===== src/rtl/nrb_pkg.sv =====
package nrb_pkg;
  // operation codes carried in bits 30:28 of a register write
  localparam logic [2:0] OP_CMD  = 3'd0;
  localparam logic [2:0] OP_ADDR = 3'd1;
  localparam logic [2:0] OP_READ = 3'd2;
  localparam logic [2:0] OP_DATA = 3'd3;

  localparam int CE_BIT   = 31;
  localparam int OP_LO    = 28;
  localparam int BYTE_LO  = 16;
  localparam int BUSY_BIT = 15;

  // strobes from the sequencer to the datapath
  typedef struct packed {
    logic accept;    // request taken this cycle
    logic driveBus;  // inside a write-type flash cycle
    logic weLow;     // write strobe low
    logic reLow;     // read strobe low
    logic sample;    // capture ioIn this cycle
    logic done;      // completion cycle
  } nrb_strb_t;
endpackage


===== src/rtl/nrb_ctrl.sv =====
module nrb_ctrl
  import nrb_pkg::*;
#(
  parameter int SETUP_CYC = 2,
  parameter int PULSE_CYC = 3,
  parameter int HOLD_CYC  = 1
) (
  input  logic       clk,
  input  logic       rstN,
  input  logic       hostValid,
  input  logic       hostWrite,
  input  logic [2:0] opcode,
  output nrb_strb_t  strb
);
  localparam int MAX_A   = (SETUP_CYC > PULSE_CYC) ? SETUP_CYC : PULSE_CYC;
  localparam int MAX_CYC = (MAX_A > HOLD_CYC) ? MAX_A : HOLD_CYC;
  localparam int CNT_W   = $clog2(MAX_CYC + 1);

  typedef enum logic [2:0] {ST_IDLE, ST_SETUP, ST_PULSE, ST_HOLD, ST_DONE} state_t;

  state_t           state;
  logic [CNT_W-1:0] cnt;
  logic             isRd;
  logic             armed;
  logic             busWrite;

  assign busWrite = (opcode == OP_CMD) || (opcode == OP_ADDR) || (opcode == OP_DATA);

  always_ff @(posedge clk) begin
    if (!rstN) begin
      state <= ST_IDLE;
      cnt   <= '0;
      isRd  <= 1'b0;
      armed <= 1'b0;
    end else begin
      case (state)
        ST_IDLE: begin
          if (hostValid) begin
            if (hostWrite) begin
              armed <= (opcode == OP_READ);
              if (busWrite) begin
                isRd  <= 1'b0;
                state <= ST_SETUP;
                cnt   <= CNT_W'(SETUP_CYC - 1);
              end else begin
                state <= ST_DONE;
              end
            end else if (armed) begin
              isRd  <= 1'b1;
              state <= ST_SETUP;
              cnt   <= CNT_W'(SETUP_CYC - 1);
            end else begin
              state <= ST_DONE;
            end
          end
        end
        ST_SETUP: begin
          if (cnt == '0) begin
            state <= ST_PULSE;
            cnt   <= CNT_W'(PULSE_CYC - 1);
          end else begin
            cnt <= cnt - 1'b1;
          end
        end
        ST_PULSE: begin
          if (cnt == '0) begin
            state <= ST_HOLD;
            cnt   <= CNT_W'(HOLD_CYC - 1);
          end else begin
            cnt <= cnt - 1'b1;
          end
        end
        ST_HOLD: begin
          if (cnt == '0) state <= ST_DONE;
          else           cnt   <= cnt - 1'b1;
        end
        default: state <= ST_IDLE;
      endcase
    end
  end

  logic inCycle;
  assign inCycle = (state == ST_SETUP) || (state == ST_PULSE) || (state == ST_HOLD);

  always_comb begin
    strb.accept   = (state == ST_IDLE) && hostValid;
    strb.driveBus = inCycle && !isRd;
    strb.weLow    = (state == ST_PULSE) && !isRd;
    strb.reLow    = (state == ST_PULSE) && isRd;
    strb.sample   = (state == ST_PULSE) && isRd && (cnt == '0);
    strb.done     = (state == ST_DONE);
  end


  ready_one_cycle_chk: assert property (@(posedge clk) disable iff (!rstN)
    strb.done |=> !strb.done);


  accept_idle_chk: assert property (@(posedge clk) disable iff (!rstN)
    strb.accept |=> !strb.accept);
endmodule


===== src/rtl/nrb_datapath.sv =====
module nrb_datapath
  import nrb_pkg::*;
#(
  parameter int SYNC_STAGES = 2
) (
  input  logic        clk,
  input  logic        rstN,
  input  nrb_strb_t   strb,
  input  logic        hostWrite,
  input  logic [31:0] hostWdata,
  output logic [31:0] hostRdata,
  input  logic [7:0]  ioIn,
  input  logic        nandRbN,
  output logic        nandCeN,
  output logic        nandCle,
  output logic        nandAle,
  output logic        nandWeN,
  output logic        nandReN,
  output logic [7:0]  ioOut,
  output logic        ioOe
);
  logic       ceReg, cleReg, aleReg;
  logic [7:0] outByte, rdByte;
  logic [SYNC_STAGES-1:0] syncChain;
  logic       busySync;

  always_ff @(posedge clk) begin
    if (!rstN) begin
      ceReg   <= 1'b0;
      cleReg  <= 1'b0;
      aleReg  <= 1'b0;
      outByte <= '0;
    end else if (strb.accept && hostWrite) begin
      ceReg   <= hostWdata[CE_BIT];
      cleReg  <= hostWdata[OP_LO +: 3] == OP_CMD;
      aleReg  <= hostWdata[OP_LO +: 3] == OP_ADDR;
      outByte <= hostWdata[BYTE_LO +: 8];
    end
  end

  always_ff @(posedge clk) begin
    if (!rstN)            rdByte <= '0;
    else if (strb.sample) rdByte <= ioIn;
  end

  generate
    if (SYNC_STAGES > 1) begin : g_chain
      always_ff @(posedge clk) begin
        if (!rstN) syncChain <= '0;
        else       syncChain <= {syncChain[SYNC_STAGES-2:0], ~nandRbN};
      end
    end else begin : g_single
      always_ff @(posedge clk) begin
        if (!rstN) syncChain <= '0;
        else       syncChain <= ~nandRbN;
      end
    end
  endgenerate

  assign busySync = syncChain[SYNC_STAGES-1];

  always_comb begin
    hostRdata                = '0;
    hostRdata[BYTE_LO +: 8]  = rdByte;
    hostRdata[BUSY_BIT]      = busySync;
  end

  assign nandCeN = ~ceReg;
  assign nandCle = cleReg & strb.driveBus;
  assign nandAle = aleReg & strb.driveBus;
  assign nandWeN = ~strb.weLow;
  assign nandReN = ~strb.reLow;
  assign ioOe    = strb.driveBus;
  assign ioOut   = outByte;


  oe_re_excl_chk: assert property (@(posedge clk) disable iff (!rstN)
    !(ioOe && !nandReN));


  we_re_excl_chk: assert property (@(posedge clk) disable iff (!rstN)
    !(!nandWeN && !nandReN));


  latch_excl_chk: assert property (@(posedge clk) disable iff (!rstN)
    !(nandCle && nandAle));


  rd_sample_chk: assert property (@(posedge clk) disable iff (!rstN)
    strb.sample |=> $rose(nandReN));


  busy_sync_chk: assert property (@(posedge clk) disable iff (!rstN)
    busySync |-> !$past(nandRbN, SYNC_STAGES));
endmodule


===== src/rtl/nand_reg_bridge.sv =====
module nand_reg_bridge
  import nrb_pkg::*;
#(
  parameter int SETUP_CYC   = 2,
  parameter int PULSE_CYC   = 3,
  parameter int HOLD_CYC    = 1,
  parameter int SYNC_STAGES = 2
) (
  input  logic        clk,
  input  logic        rstN,
  input  logic        hostValid,
  input  logic        hostWrite,
  input  logic [31:0] hostWdata,
  output logic        hostReady,
  output logic [31:0] hostRdata,
  output logic        nandCeN,
  output logic        nandCle,
  output logic        nandAle,
  output logic        nandWeN,
  output logic        nandReN,
  output logic [7:0]  ioOut,
  output logic        ioOe,
  input  logic [7:0]  ioIn,
  input  logic        nandRbN
);
  nrb_strb_t strb;

  nrb_ctrl #(
    .SETUP_CYC(SETUP_CYC), .PULSE_CYC(PULSE_CYC), .HOLD_CYC(HOLD_CYC)
  ) uCtrl (
    .clk(clk), .rstN(rstN), .hostValid(hostValid), .hostWrite(hostWrite),
    .opcode(hostWdata[OP_LO +: 3]), .strb(strb)
  );

  nrb_datapath #(.SYNC_STAGES(SYNC_STAGES)) uData (
    .clk(clk), .rstN(rstN), .strb(strb), .hostWrite(hostWrite),
    .hostWdata(hostWdata), .hostRdata(hostRdata), .ioIn(ioIn), .nandRbN(nandRbN),
    .nandCeN(nandCeN), .nandCle(nandCle), .nandAle(nandAle), .nandWeN(nandWeN),
    .nandReN(nandReN), .ioOut(ioOut), .ioOe(ioOe)
  );

  assign hostReady = strb.done;
endmodule


===== config.mk =====
export PLATFORM = sky130hd
export DESIGN_NAME = nand_reg_bridge
export DESIGN_NICKNAME = d
export VERILOG_FILES = /design/src/rtl/nrb_pkg.sv /design/src/rtl/nrb_ctrl.sv /design/src/rtl/nrb_datapath.sv /design/src/rtl/nand_reg_bridge.sv
export SDC_FILE = /design/constraint.sdc
export NUM_CORES = 1
export LEC_CHECK = 0
export BUFFER_PORTS_ARGS = -buffer_cell sky130_fd_sc_hd__buf_2
export CAP_MARGIN = 20
export CORE_UTILIZATION = 29
export DETAILED_ROUTE_END_ITERATION = 8
export PLACE_DENSITY_LB_ADDON = 0.3
export SLEW_MARGIN = 10
export SYNTH_ARGS = -nofsm -noshare
export SYNTH_HDL_FRONTEND = slang
export SYNTH_SLANG_ARGS = --single-unit

===== constraint.sdc =====
create_clock -name clk -period 2.2 [get_ports clk]
set_input_delay 0 -clock clk [delete_from_list [all_inputs] [get_ports clk]]
set_output_delay 0 -clock clk [all_outputs]
set_load 0.005 [all_outputs]

==> run metrics <==
run status finished clean; reg-to-reg slack, setup a little over 0.5 ns; detailed-route wire length per cell between 10 and 15 um; category of the worst setup path capture point output pin; synthesized instance count between 150 and 200; die area about 5300 um^2; total routing usage reported by global routing a little under an eighth; number of antenna violations at the first check in global routing 0; time the final worst path needs with I/O delays and setup ~1.8 ns; height of the die approximately 73 um; final antenna-violating net count 0; Worst Hold End uData.cleReg; most frequently used flop master after synthesis dfxtp_1; Area growth, synth to finish 30.7%; HP Start hostWdata[28]; clock insertion delay at the later pin of the skew report about 0.27 ns; Yosys top cell area share about two fifths; largest clock skew in the final design approximately 0.003 ns; Final TNS setup 0 ns; tightest slew margin relative to the limit between 60% and 70%; PostCTS Resize Cnt 0; f_max around 570 MHz; Final Hold Viols 0; kind of path behind the tightest hold check input pin to flop; data arrival time of the worst path between 1.5 and 2 ns; H-tree levels 1; Worst R2R Path Depth 5; Antenna diodes 0; first-pass iteration count of the detailed router 4; Routed WL approximately 3000 um; combined area of the multi-input logic cells between 700 and 800 um^2; synthesized area 1460 um^2; drt via density ~4.2; HPWL after DPL about 2100 um; Synthesis Warnings 0; cell taking the most area after synthesis dfxtp_1; Critical R2R Capture uCtrl.cnt[0]; proportion of synthesized flip-flops having asynchronous set or reset 0%; kind of critical path flop to output pin; number of stages on the worst hold path 3; origin of the critical flop-to-flop path uCtrl.cnt[0]; count of unresolved DRC violations after routing 0; max-capacitance violation count 0; Boundary Pins 92; die span in x around 73 um; Max Root-Sink Buffers 2; cts bufs inserted 3; port bufs 48; number of enable-type register cells in the synthesized netlist 0; Clock Sink Count 28; Pwr Density 579 nW/um^2; final worst setup slack between 0.4 and 0.5 ns; number of DRC markers in iteration 0 between 60 and 70; initial core utilization between 30 and 40%; TritonCTS clock tree yes; count of cell types in the netlist 33; count of placed standard cells including taps ~270; number of synthesized register bits 28; via count of the first global-routing pass around 1.1k; worst endpoint required time around 2.2 ns; wire length of the first global-routing pass between 4000 and 5000 um; std cell rows 25; number of nets at the end of the flow 275; Setup WS pre-CTS 0.505 ns; area of the placeable core about 4800 um^2; kind of launch point of the worst setup path flop; Seq/Total Area, Yosys 38.5%; final instance count without filler cells about 290; final period utilization between 70% and 80%; worst vdd ir between 400 and 500 uV; via count between 1k and 1.5k; leakage dissipation approximately 0.90 nW; pin count of the biggest net entering global routing 27; clock edge transition at the registers on the reported setup and hold paths roughly 0.09 ns; Worst Max-Slew Pin Slew roughly 0.53 ns; Routability Congestion 0.729; Crit Path Max Fanout 13; leading cell types by total area after synthesis dfxtp_1, buf_4, mux2i_1, a21boi_0, nor2b_1; GRT overflow 0; footprint of the flip-flops and latches 561 um^2; Final Slew Violations 0; cell at the root of the clock tree clkbuf_8; share of post-route cells with drive strength above 1 25.7%; Filler Cell Count 512; setup repair after global routing missed its margin false; final setup violating endpoints 0; synthesized area divided by synthesized cell count 8.94 um^2
==> through the flow <==
step / utilization (%) / hold slack [ns] / total power, W / cell area, um^2
after detailed placement: 34.9 / 0.168 / 0.000775 / 1670
after global placement: 34.9 / 0.170 / 0.000772 / 1670
after global routing: 39.8 / 0.0123 / 0.00117 / 1910
after CTS: 39.8 / 0.00292 / 0.00113 / 1910
after floorplan: - / 0.0716 / 0.000730 / 1540
final: 39.8 / 0.0152 / 0.00110 / 1910
==> logic make-up after synthesis <==
| group | synth area share (%) |
|---|---|
| compound gates | 11.6 |
| xor+xnor | 0.601 |
| fa+ha+maj | 2.58 |
| buf+inv | 15.6 |
| flops | 38.5 |
| mux | 7.55 |
| other cells | 0.257 |
| simple gates | 23.3 |
==> power by group <==
part	internal, W	leakage (nW)	switching, W
registers	0.000532	0.227	0.0000327
logic	0.000111	0.644	0.000111
clock network	0.000160	0.0288	0.000157
total	0.000803	0.901	0.000301
==> synth_stat cells, drive strengths merged (3+ instances only) <==
cell	n
and2	4
ha	3
nor2	5
inv	5
nand3	10
a21oi	3
a21boi	12
nand2	17
nor2b	11
nand4	3
buf	26
nand2b	3
clkbuf	5
dfxtp	28
mux2i	11
==> state kept, by name (all words and copies together), names as in the netlist <==
| signal | count |
|---|---|
| uCtrl.armed | 1 |
| uCtrl.cnt | 2 |
| uCtrl.isRd | 1 |
| uCtrl.state | 3 |
| uData.aleReg | 1 |
| uData.ceReg | 1 |
| uData.cleReg | 1 |
| uData.ioOut | 8 |
| uData.rdByte | 8 |
| uData.syncChain | 2 |
==> area by class of cell <==
cell class	count	area share, %
repair buffers	68	22.8
well taps	67	4.40
flip-flops and latches	28	29.4
inverters	5	0.985
clock buffers	4	2.89
multi-input cells	121	39.5
==> cell usage in the layout, fill, tap and decap left out, types with 2 or more instances in the layout <==
master	netlist	layout
inv_1	5	5
ha_1	3	3
clkbuf_8	0	4
nand2_1	17	17
a21boi_0	11	11
a31oi_1	2	2
conb_1	1	23
dfxtp_1	28	28
nand3_1	10	10
a21oi_1	3	3
buf_2	2	48
and2_1	4	4
nor2b_1	11	11
dlygate4sd3_1	0	18
nand4_1	2	2
mux2i_1	11	11
nor3_1	2	2
nand2b_1	3	3
nor2_1	5	5
buf_4	24	2
==> how the worst max path moves through the flow <==
stage	startpoint	endpoint	slack (ns)
floorplan	uCtrl.cnt[0]	uCtrl.cnt[0]	0.66
global placement	uCtrl.cnt[0]	uCtrl.cnt[0]	0.51
detailed placement	uCtrl.cnt[0]	uCtrl.cnt[1]	0.50
CTS	uCtrl.state[1]	nandAle	0.45
global route	uCtrl.state[1]	nandAle	0.31
finish	uCtrl.state[1]	nandCle	0.44
==> critical path, stage by stage, from the launching register on <==
cell	delay [ns]
dfxtp_1	0.65
nor2_1	0.21
nor3_1	0.33
and2_1	0.19
buf_2	0.11
==> routing by layer <==
layer  up-vias  routed length [um]  GRT usage, %
met5         -                   0             0
met4         0                   8          2.61
met3         2                 210          3.87
met2        50                1300          18.7
met1       543                1470          14.5
li1        627                   -             -
==> repair_timing <==
action	CTS	global route
endpoints found under the hold margin	18	0
buffers inserted	0	0
hold buffers	18	0
Note: power is estimated with default switching activity, not from simulation.
